### config.mk
export PLATFORM = sky130hd
export DESIGN_NAME = dc_cic_remover
export DESIGN_NICKNAME = d
export VERILOG_FILES = /design/src/rtl/dc_cic_pkg.sv /design/src/rtl/dc_cic_integ.sv /design/src/rtl/dc_cic_comb.sv /design/src/rtl/dc_cic_lane.sv /design/src/rtl/dc_cic_remover.sv
export SDC_FILE = /design/constraint.sdc
export NUM_CORES = 2
export LEC_CHECK = 0
export CAP_MARGIN = 40
export CORE_MARGIN = 2
export CORE_UTILIZATION = 60
export CTS_BUF_LIST = sky130_fd_sc_hd__clkbuf_4
export CTS_CLUSTER_DIAMETER = 120
export CTS_CLUSTER_SIZE = 28
export DETAILED_ROUTE_END_ITERATION = 16
export GPL_TIMING_DRIVEN = 0
export PLACE_DENSITY = 0.77
export SKIP_LAST_GASP = 1
export SLEW_MARGIN = 20
export SYNTH_ARGS = -nofsm -noshare
export SYNTH_HDL_FRONTEND = slang
export SYNTH_SLANG_ARGS = --single-unit
### constraint.sdc
create_clock -name clk_i -period 5.1 [get_ports clk_i]
set_input_delay 1.275 -clock clk_i [delete_from_list [all_inputs] [get_ports clk_i]]
set_output_delay 1.275 -clock clk_i [all_outputs]
set_load 0.1 [all_outputs]
### src/rtl/dc_cic_pkg.sv
package dc_cic_pkg;
  function automatic int growth_bits(input int m);
    return 2 * $clog2(m);
  endfunction

  function automatic bit is_pow2(input int m);
    return (m > 0) && ((m & (m - 1)) == 0);
  endfunction
endpackage

### src/rtl/dc_cic_integ.sv
module dc_cic_integ #(
  parameter int ACC_W = 22
) (
  input  logic             clk_i,
  input  logic             rst_ni,
  input  logic             vld_i,
  input  logic [ACC_W-1:0] in_i,
  output logic             vld_o,
  output logic [ACC_W-1:0] acc_o
);
  logic [ACC_W-1:0] acc_q;
  logic             vld_q;

  // modular accumulate; overflow cancels downstream in the combs
  always_ff @(posedge clk_i or negedge rst_ni) begin
    if (!rst_ni) begin
      acc_q <= '0;
      vld_q <= 1'b0;
    end else begin
      vld_q <= vld_i;
      if (vld_i) acc_q <= acc_q + in_i;
    end
  end

  assign acc_o = acc_q;
  assign vld_o = vld_q;

  AST_INTEG_HOLD: assert property (@(posedge clk_i) disable iff (!rst_ni)
    !vld_i |=> $stable(acc_q)) else $error("integrator moved while idle");
endmodule

### src/rtl/dc_cic_comb.sv
module dc_cic_comb #(
  parameter int ACC_W = 22,
  parameter int DEPTH = 8
) (
  input  logic             clk_i,
  input  logic             rst_ni,
  input  logic             vld_i,
  input  logic [ACC_W-1:0] in_i,
  output logic             vld_o,
  output logic [ACC_W-1:0] out_o
);
  logic [ACC_W-1:0] dly_q [DEPTH];
  logic [ACC_W-1:0] out_q;
  logic             vld_q;

  always_ff @(posedge clk_i or negedge rst_ni) begin
    if (!rst_ni) begin
      for (int k = 0; k < DEPTH; k++) dly_q[k] <= '0;
      out_q <= '0;
      vld_q <= 1'b0;
    end else begin
      vld_q <= vld_i;
      if (vld_i) begin
        out_q    <= in_i - dly_q[DEPTH-1];
        dly_q[0] <= in_i;
        for (int k = 1; k < DEPTH; k++) dly_q[k] <= dly_q[k-1];
      end
    end
  end

  assign out_o = out_q;
  assign vld_o = vld_q;

  AST_COMB_HOLD: assert property (@(posedge clk_i) disable iff (!rst_ni)
    !vld_i |=> ($stable(out_q) && $stable(dly_q[DEPTH-1])))
    else $error("comb moved while idle");
endmodule

### src/rtl/dc_cic_lane.sv
module dc_cic_lane
  import dc_cic_pkg::*;
#(
  parameter int DATA_W     = 16,
  parameter int DIFF_DELAY = 8
) (
  input  logic              clk_i,
  input  logic              rst_ni,
  input  logic              vld_i,
  input  logic [DATA_W-1:0] x_i,
  output logic              vld_o,
  output logic [DATA_W-1:0] y_o
);
  localparam int GROW  = growth_bits(DIFF_DELAY);
  localparam int ACC_W = DATA_W + GROW;
  localparam int XDLY  = 4;

  localparam logic signed [ACC_W-1:0] SAT_MAX = {{(ACC_W-DATA_W+1){1'b0}}, {(DATA_W-1){1'b1}}};
  localparam logic signed [ACC_W-1:0] SAT_MIN = {{(ACC_W-DATA_W+1){1'b1}}, {(DATA_W-1){1'b0}}};
  localparam logic signed [ACC_W:0] EST_MAX =
    (ACC_W+1)'(DIFF_DELAY * DIFF_DELAY * ((2 ** (DATA_W-1)) - 1));
  localparam logic signed [ACC_W:0] EST_MIN =
    -((ACC_W+1)'(DIFF_DELAY * DIFF_DELAY * (2 ** (DATA_W-1))));

  logic [ACC_W-1:0] x_ext, i1, i2, c1, c2;
  logic             v1, v2, v3, v4;
  logic signed [ACC_W-1:0] est, diff;
  logic [DATA_W-1:0] x_pipe [XDLY];
  logic [DATA_W-1:0] y_q;
  logic              vld_q;

  assign x_ext = {{GROW{x_i[DATA_W-1]}}, x_i};

  dc_cic_integ #(.ACC_W(ACC_W)) u_integ1 (
    .clk_i(clk_i), .rst_ni(rst_ni), .vld_i(vld_i), .in_i(x_ext), .vld_o(v1), .acc_o(i1));
  dc_cic_integ #(.ACC_W(ACC_W)) u_integ2 (
    .clk_i(clk_i), .rst_ni(rst_ni), .vld_i(v1), .in_i(i1), .vld_o(v2), .acc_o(i2));
  dc_cic_comb #(.ACC_W(ACC_W), .DEPTH(DIFF_DELAY)) u_comb1 (
    .clk_i(clk_i), .rst_ni(rst_ni), .vld_i(v2), .in_i(i2), .vld_o(v3), .out_o(c1));
  dc_cic_comb #(.ACC_W(ACC_W), .DEPTH(DIFF_DELAY)) u_comb2 (
    .clk_i(clk_i), .rst_ni(rst_ni), .vld_i(v3), .in_i(c1), .vld_o(v4), .out_o(c2));

  // raw input delayed to line up with the estimate
  always_ff @(posedge clk_i or negedge rst_ni) begin
    if (!rst_ni) begin
      for (int k = 0; k < XDLY; k++) x_pipe[k] <= '0;
    end else begin
      x_pipe[0] <= x_i;
      for (int k = 1; k < XDLY; k++) x_pipe[k] <= x_pipe[k-1];
    end
  end

  // gain compensation by (1/M)^2
  if (is_pow2(DIFF_DELAY)) begin : g_shift
    assign est = $signed(c2) >>> GROW;
  end else begin : g_recip
    localparam int    FRAC   = DATA_W + 2 + GROW;
    localparam int    PW     = ACC_W + FRAC + 1;
    localparam longint MSQ   = longint'(DIFF_DELAY) * DIFF_DELAY;
    localparam longint RECIP = ((longint'(1) << FRAC) + MSQ / 2) / MSQ;
    logic signed [PW-1:0] prod;
    assign prod = $signed({{(FRAC+1){c2[ACC_W-1]}}, c2}) * $signed(PW'(RECIP))
                + $signed(PW'(longint'(1) << (FRAC-1)));
    assign est = prod[FRAC +: ACC_W];
  end

  assign diff = $signed({{GROW{x_pipe[XDLY-1][DATA_W-1]}}, x_pipe[XDLY-1]}) - est;

  always_ff @(posedge clk_i or negedge rst_ni) begin
    if (!rst_ni) begin
      y_q   <= '0;
      vld_q <= 1'b0;
    end else begin
      vld_q <= v4;
      if (v4) begin
        if (diff > SAT_MAX)      y_q <= {1'b0, {(DATA_W-1){1'b1}}};
        else if (diff < SAT_MIN) y_q <= {1'b1, {(DATA_W-1){1'b0}}};
        else                     y_q <= diff[DATA_W-1:0];
      end
    end
  end

  assign y_o   = y_q;
  assign vld_o = vld_q;

  AST_LATENCY: assert property (@(posedge clk_i) disable iff (!rst_ni)
    vld_o |-> $past(vld_i, 5)) else $error("output without matching input");
  AST_EST_RANGE: assert property (@(posedge clk_i) disable iff (!rst_ni)
    v4 |-> ($signed({c2[ACC_W-1], c2}) <= EST_MAX && $signed({c2[ACC_W-1], c2}) >= EST_MIN))
    else $error("comb output outside scaled range");
endmodule

### src/rtl/dc_cic_remover.sv
module dc_cic_remover #(
  parameter int DATA_W     = 16,
  parameter int DIFF_DELAY = 8,
  parameter bit IQ_EN      = 1'b1
) (
  input  logic                                  clk_i,
  input  logic                                  rst_ni,
  input  logic                                  valid_i,
  input  logic [(IQ_EN ? 2 : 1)*DATA_W-1:0]     data_i,
  output logic                                  valid_o,
  output logic [(IQ_EN ? 2 : 1)*DATA_W-1:0]     data_o
);
  localparam int LANES = IQ_EN ? 2 : 1;

  logic [LANES-1:0] lane_vld;

  for (genvar g = 0; g < LANES; g++) begin : g_lane
    dc_cic_lane #(.DATA_W(DATA_W), .DIFF_DELAY(DIFF_DELAY)) u_lane (
      .clk_i (clk_i),
      .rst_ni(rst_ni),
      .vld_i (valid_i),
      .x_i   (data_i[g*DATA_W +: DATA_W]),
      .vld_o (lane_vld[g]),
      .y_o   (data_o[g*DATA_W +: DATA_W])
    );
  end

  assign valid_o = &lane_vld;

  AST_IDLE_AFTER_RESET: assert property (@(posedge clk_i) disable iff (!rst_ni)
    $rose(valid_o) |-> $past(valid_i, 5)) else $error("valid_o rose unprompted");
endmodule

**Word-level counts from Yosys, hierarchy flattened**

Cells that the tools add are included.

- Flip-flop bits (word level): 1,045
- Bits of input ports: 35
- Output and inout port bits: 33
- Logic and storage cells: 73

- Add/subtract/negate cells: 10
- $lt $le $gt $ge: 4
- Muxes and demuxes: 4

Operators by type and width:

| kind | number |
|---|---|
| 22-bit adder | 4 |
| 22-bit subtractor | 4 |
| 16-bit two-way mux | 4 |
| 22-bit by 16-bit > comparator with 1-bit output, second input constant | 2 |
| 22-bit by 16-bit less-than comparator with 1-bit output, second input constant | 2 |
| 16-bit by 16-bit subtractor with 17-bit output | 2 |

**Longest topological paths before layout**

- Depth after elaboration: 4
- Gate-level depth with buffers: 13
- Depth with buffers taken out: 12

**By module**

A second synthesis with hierarchy kept.

- Cells, all modules: 4,066
- Area total of the unflattened synthesis: 49,202.2 sq um

Modules (own cells, without submodules):

| module | times used | cells an instance | area an instance (sq um) | seq. area each (sq um) |
|---|---|---|---|---|
| dc_cic_comb at g_lane[1].u_lane.u_comb1 ... | 2 | 664 | 8,609.5 | 4,979.8 |
| dc_cic_comb at g_lane[0].u_lane.u_comb2 | 1 | 667 | 8,630.8 | 4,979.8 |
| dc_cic_comb at g_lane[0].u_lane.u_comb1 | 1 | 636 | 8,584.5 | 4,979.8 |
| dc_cic_lane | 2 | 261 | 3,239.4 | 2,026.9 |
| dc_cic_integ at g_lane[0].u_lane.u_integ1 ... | 3 | 237 | 2,102.0 | 575.6 |
| dc_cic_integ at g_lane[1].u_lane.u_integ2 | 1 | 201 | 1,976.9 | 575.6 |
| dc_cic_remover | 1 | 1 | 6.3 | 0.0 |

**Worst setup path after synthesis**

No wires, ideal clock.

- Kind: input to register
- From: input port data_i[16] (netlist bit)
- To: register g_lane[1].u_lane.u_integ1.acc_q[18]
- Library setup time: 0.125 ns
- Arrival: 3.421 ns
- Data required time: 4.975 ns
- Setup slack: 1.554 ns
- Stages on the path: 12
- Buffers on the path: 0
- Path through: ha_1 inv_1 fa_1 nor2b_1 o31a_1 o211ai_1 a211oi_1 nor3_1 o31ai_1 nor2_1 xnor2_1 mux2_2

- Cells in the longest elaborated chain, start to end: 1

RTL lines:

| what | RTL line | RTL |
|---|---|---|
| start: declaration | dc_cic_remover.sv:9 | `input logic [(IQ_EN ? 2 : 1)*DATA_W-1:0] data_i,` |
| 22-bit adder | dc_cic_integ.sv:21 | `if (vld_i) acc_q <= acc_q + in_i;` |
| end signal: assignment | dc_cic_integ.sv:21 |  |
| end: declaration | dc_cic_integ.sv:11 | `logic [ACC_W-1:0] acc_q;` |

Every way passes these cells.
A chain may end at the register's enable or synchronous reset.

**Worst setup path in the final report**

- From: input port data_i[0] (netlist bit)
- To: register g_lane[0].u_lane.u_integ1.acc_q[18]

- Cells in the longest elaborated chain, start to end: 1

RTL lines:

| what | RTL line |
|---|---|
| 22-bit adder | dc_cic_integ.sv:21 |
| end signal: assignment | dc_cic_integ.sv:21 |
| end: declaration | dc_cic_integ.sv:11 |

Every way passes these cells.

==> impl_metrics.env <==
export IMPL_result_of_the_run="finished clean"
export IMPL_initial_antenna_violation_count=3
export IMPL_slew_of_the_pin_with_the_lowest_slew_margin_ns=0.821
export IMPL_synthToLayoutAreaGrowth_pct=6.59
export IMPL_critical_path_required_ns=5.99
export IMPL_synth_ff_latch_count=1033
export IMPL_cts_resized_gates=0
export IMPL_bufs_on_longest_clock_path=3
export IMPL_cts_inserted_buffers=42
export IMPL_synth_enable_flop_cells=0
export IMPL_final_worst_clock_skew_ns=0.0515
export IMPL_final_hold_viol_count=0
export IMPL_die_h_um=279
export IMPL_post_synth_instance_area_sq_um=45400
export IMPL_slowest_stage_cell_crit_path="sky130_fd_sc_hd__clkdlybuf4s50_1"
export IMPL_routed_via_density=5.78
export IMPL_via_count_of_the_first_global_routing_pass=27200
export IMPL_timing_critical_path_from_type="input pin"
export IMPL_drtIter0Drc=1797
export IMPL_routed_wl_um=90600
export IMPL_p_leak_nw=21.5
export IMPL_floorplan_initialDensity=0.608
export IMPL_rsz0062_at_grt="false"
export IMPL_worst_path_maximum_fanout=3
export IMPL_global_route_usage_met1=0.342
export IMPL_cp_slowest_stage_delay_ns=0.57
export IMPL_cts_post_setup_buffers_inserted=0
export IMPL_syn_inst=3535
export IMPL_grt_util_all_layers=0.238
export IMPL_mostFrequentLayoutCells="sky130_fd_sc_hd__dfrtp_1 (1,033), sky130_fd_sc_hd__mux2_2 (700), sky130_fd_sc_hd__ha_1 (198)"
export IMPL_max_cap_viol_count=0
export IMPL_ant_nets=0
export IMPL_cts_htree_levels=2
export IMPL_layout_commonest_cell="sky130_fd_sc_hd__dfrtp_1"
export IMPL_fin_crit_ns=3.71
export IMPL_seq_area_frac_synth=0.570
export IMPL_grt_first_pass_wirelength_um=147000
export IMPL_layout_nets=3928
export IMPL_power_total_mw=32.4
export IMPL_detailed_placer_s_ending_hpwl_um=68200
export IMPL_core_area_sq_um=74700
export IMPL_setup_viol=0
export IMPL_routed_via_count=26900
export IMPL_buffer_ports_inserted=67
export IMPL_timing_worst_setup_path_type="in -> reg"
export IMPL_fmax_mhz=270
export IMPL_final_max_slew_violation_count=0
export IMPL_route_detailed_wl_per_inst_um=19.4
export IMPL_core_rowCount=100
export IMPL_grt_start_max_net_pins=154
export IMPL_die_area_sq_um=77900
export IMPL_timing_max_slew_rel_slack=0.453
export IMPL_synth_fp_nets=3776
export IMPL_synthArstFlopShare=1.00
export IMPL_clockRootBuffer="sky130_fd_sc_hd__clkbuf_4"
export IMPL_ioPinCount=68
export IMPL_synth_warnings=0
export IMPL_max_vdd_ir_drop_uv=346
export IMPL_clkLatencyLatePin_ns=0.95
export IMPL_gr_total_overflow=0
export IMPL_postCtsHoldBufs=0
export IMPL_drive_gt1_frac=0.228
export IMPL_cts_sink_count=1033
export IMPL_drt_pass_1_iters=5
export IMPL_drc=0
export IMPL_tns_ns=0
export IMPL_clk_pin_slew_ns=0.29
export IMPL_cp_arrival_ns=4.60
export IMPL_floorplan_die_width_um=279
export IMPL_grt_most_used_layer="met2"
export IMPL_mean_instance_size_in_the_synthesized_netlist_sq_um=12.8
export IMPL_count_of_different_cell_masters_after_synthesis=88
export IMPL_powerDensity_nw_per_um2=669
export IMPL_post_route_period_util=0.727
export IMPL_critPathCaptureType="flip-flop"
export IMPL_grtUsageMet2=0.396
export IMPL_timing_critical_path_cells="clkdlybuf4s50_1, ha_1, inv_1, fa_1, nor2b_1, o31a_1, o211ai_1, a211oi_1, nor3_1, o31ai_1, nor2_1, xnor2_1, mux2_2"
export IMPL_grt_util_met3=0.0235
export IMPL_hp_class="in -> async"
export IMPL_tritoncts="yes"
export IMPL_place_gp_congestion=0.917
export IMPL_synth_ff_type="sky130_fd_sc_hd__dfrtp_1"
critical path, delay by kind of cell:
| kind | cells | cell delay [ns] |
|---|---|---|
| AOI/OAI and AO/OA | 4 | 1.23 |
| xor gates and xnor gates | 1 | 0.13 |
| muxes | 1 | 0.26 |
| adders and majority gates | 2 | 0.64 |
| and+or+nand+nor | 3 | 0.43 |
| buffers and inverters | 2 | 0.64 |
path summary, 6_finish.rpt:
check | start | end | slack, ns | cells past startpoint
max | data_i[0] | g_lane[0].u_lane.u_integ1.acc_o[18]$_DFFE_PN0P_ | 1.39 | 13
max reg2reg | g_lane[0].u_lane.u_comb1.dly_q[1]$_DFFE_PN0P_ | g_lane[0].u_lane.u_comb1.out_o[21]$_DFFE_PN0P_ | 1.59 | 11
max in group asynchronous | rst_ni | g_lane[1].u_lane.x_pipe[49]$_DFF_PN0_ | 3.19 | 3
min | rst_ni | g_lane[0].u_lane.y_o[13]$_DFFE_PN0P_ | 0.13 | 1
min in group clk_i | g_lane[1].u_lane.x_pipe[30]$_DFF_PN0_ | g_lane[1].u_lane.x_pipe[14]$_DFF_PN0_ | 0.36 | 0
min reg2reg | g_lane[1].u_lane.x_pipe[30]$_DFF_PN0_ | g_lane[1].u_lane.x_pipe[14]$_DFF_PN0_ | 0.36 | 0
cells in the mapped netlist (all sizes together), types with 34 or more instances:
master / instances / area, sq um
a21o: 56 / 420
a21oi: 119 / 618
clkbuf: 113 / 424
dfrtp: 1033 / 25800
ha: 198 / 2480
inv: 191 / 717
mux2: 700 / 7880
nand2: 195 / 732
nand3: 42 / 215
nor2: 118 / 443
nor3: 47 / 246
o21a: 37 / 278
o21ai: 198 / 1020
xnor2: 92 / 806
xor2: 34 / 298
per-layer routing:
| metal | part of all wire | vias up | wire, um |
|---|---|---|---|
| li1 | - | 12700 | - |
| met4 | 0.023 | 4 | 2120 |
| met5 | 0.00029 | - | 26 |
| met1 | 0.47 | 13700 | 42300 |
| met3 | 0.031 | 121 | 2800 |
| met2 | 0.48 | 386 | 43300 |
report_power, final:
part	internal (mW)	switching, mW	total, mW	leakage [nW]
Combinational	7.52	8.07	15.6	8.99
Clock	0.398	2.24	2.63	0.208
Sequential	11.8	2.36	14.1	12.4
Total	19.7	12.7	32.4	21.5
cells by family after synthesis:
logic type / after synthesis / share of synthesized area
DFF: 1033 / 0.570
muxes: 708 / 0.175
adders and majority gates: 206 / 0.0581
xor gates and xnor gates: 126 / 0.0243
AOI/OAI and AO/OA: 604 / 0.0895
and+or+nand+nor: 542 / 0.0565
buffers and inverters: 316 / 0.0265
state kept, by name, indices dropped and copies added (netlist names):
register / count
g_lane.u_lane.u_comb1.dly_q: 352
g_lane.u_lane.vld_o: 1
g_lane.u_lane.u_integ2.vld_o: 1
g_lane.u_lane.u_integ2.acc_o: 44
g_lane.u_lane.x_pipe: 128
g_lane.u_lane.u_comb2.dly_q: 352
g_lane.u_lane.u_comb1.out_o: 44
g_lane.u_lane.u_comb2.vld_o: 1
g_lane.u_lane.u_integ1.acc_o: 44
g_lane.u_lane.u_integ1.vld_o: 1
g_lane.u_lane.u_comb1.vld_o: 1
g_lane.u_lane.u_comb2.out_o: 32
g_lane.u_lane.y_o: 32
area by class of cell:
cell class,instances,area [sq um]
tap,969,1210
clock inverter,2,7.51
antenna,2,5.00
buffer,123,480
sequential,1033,25800
clock buffer,44,330
fill,5580,26300
timing repair buffer,108,1440
inverter,193,724
multi-input combinational,2186,18300
through the flow:
| stage | cell area [sq um] | std cells | hold WS [ns] | worst slack (ns) | util |
|---|---|---|---|---|---|
| after floorplan | 45400 | 3535 | 0.331 | 1.55 | - |
| after global placement | 47300 | 4571 | 0.331 | -42.40 | 0.633 |
| after detailed placement | 48000 | 4612 | 0.335 | 0.427 | 0.643 |
| after CTS | 48400 | 4658 | 0.0711 | 1.51 | 0.648 |
| after global routing | 48400 | 4660 | 0.0749 | 1.37 | 0.648 |
| final | 48400 | 4660 | 0.131 | 1.39 | 0.648 |
No activity file was read; power rests on OpenSTA's default activity.
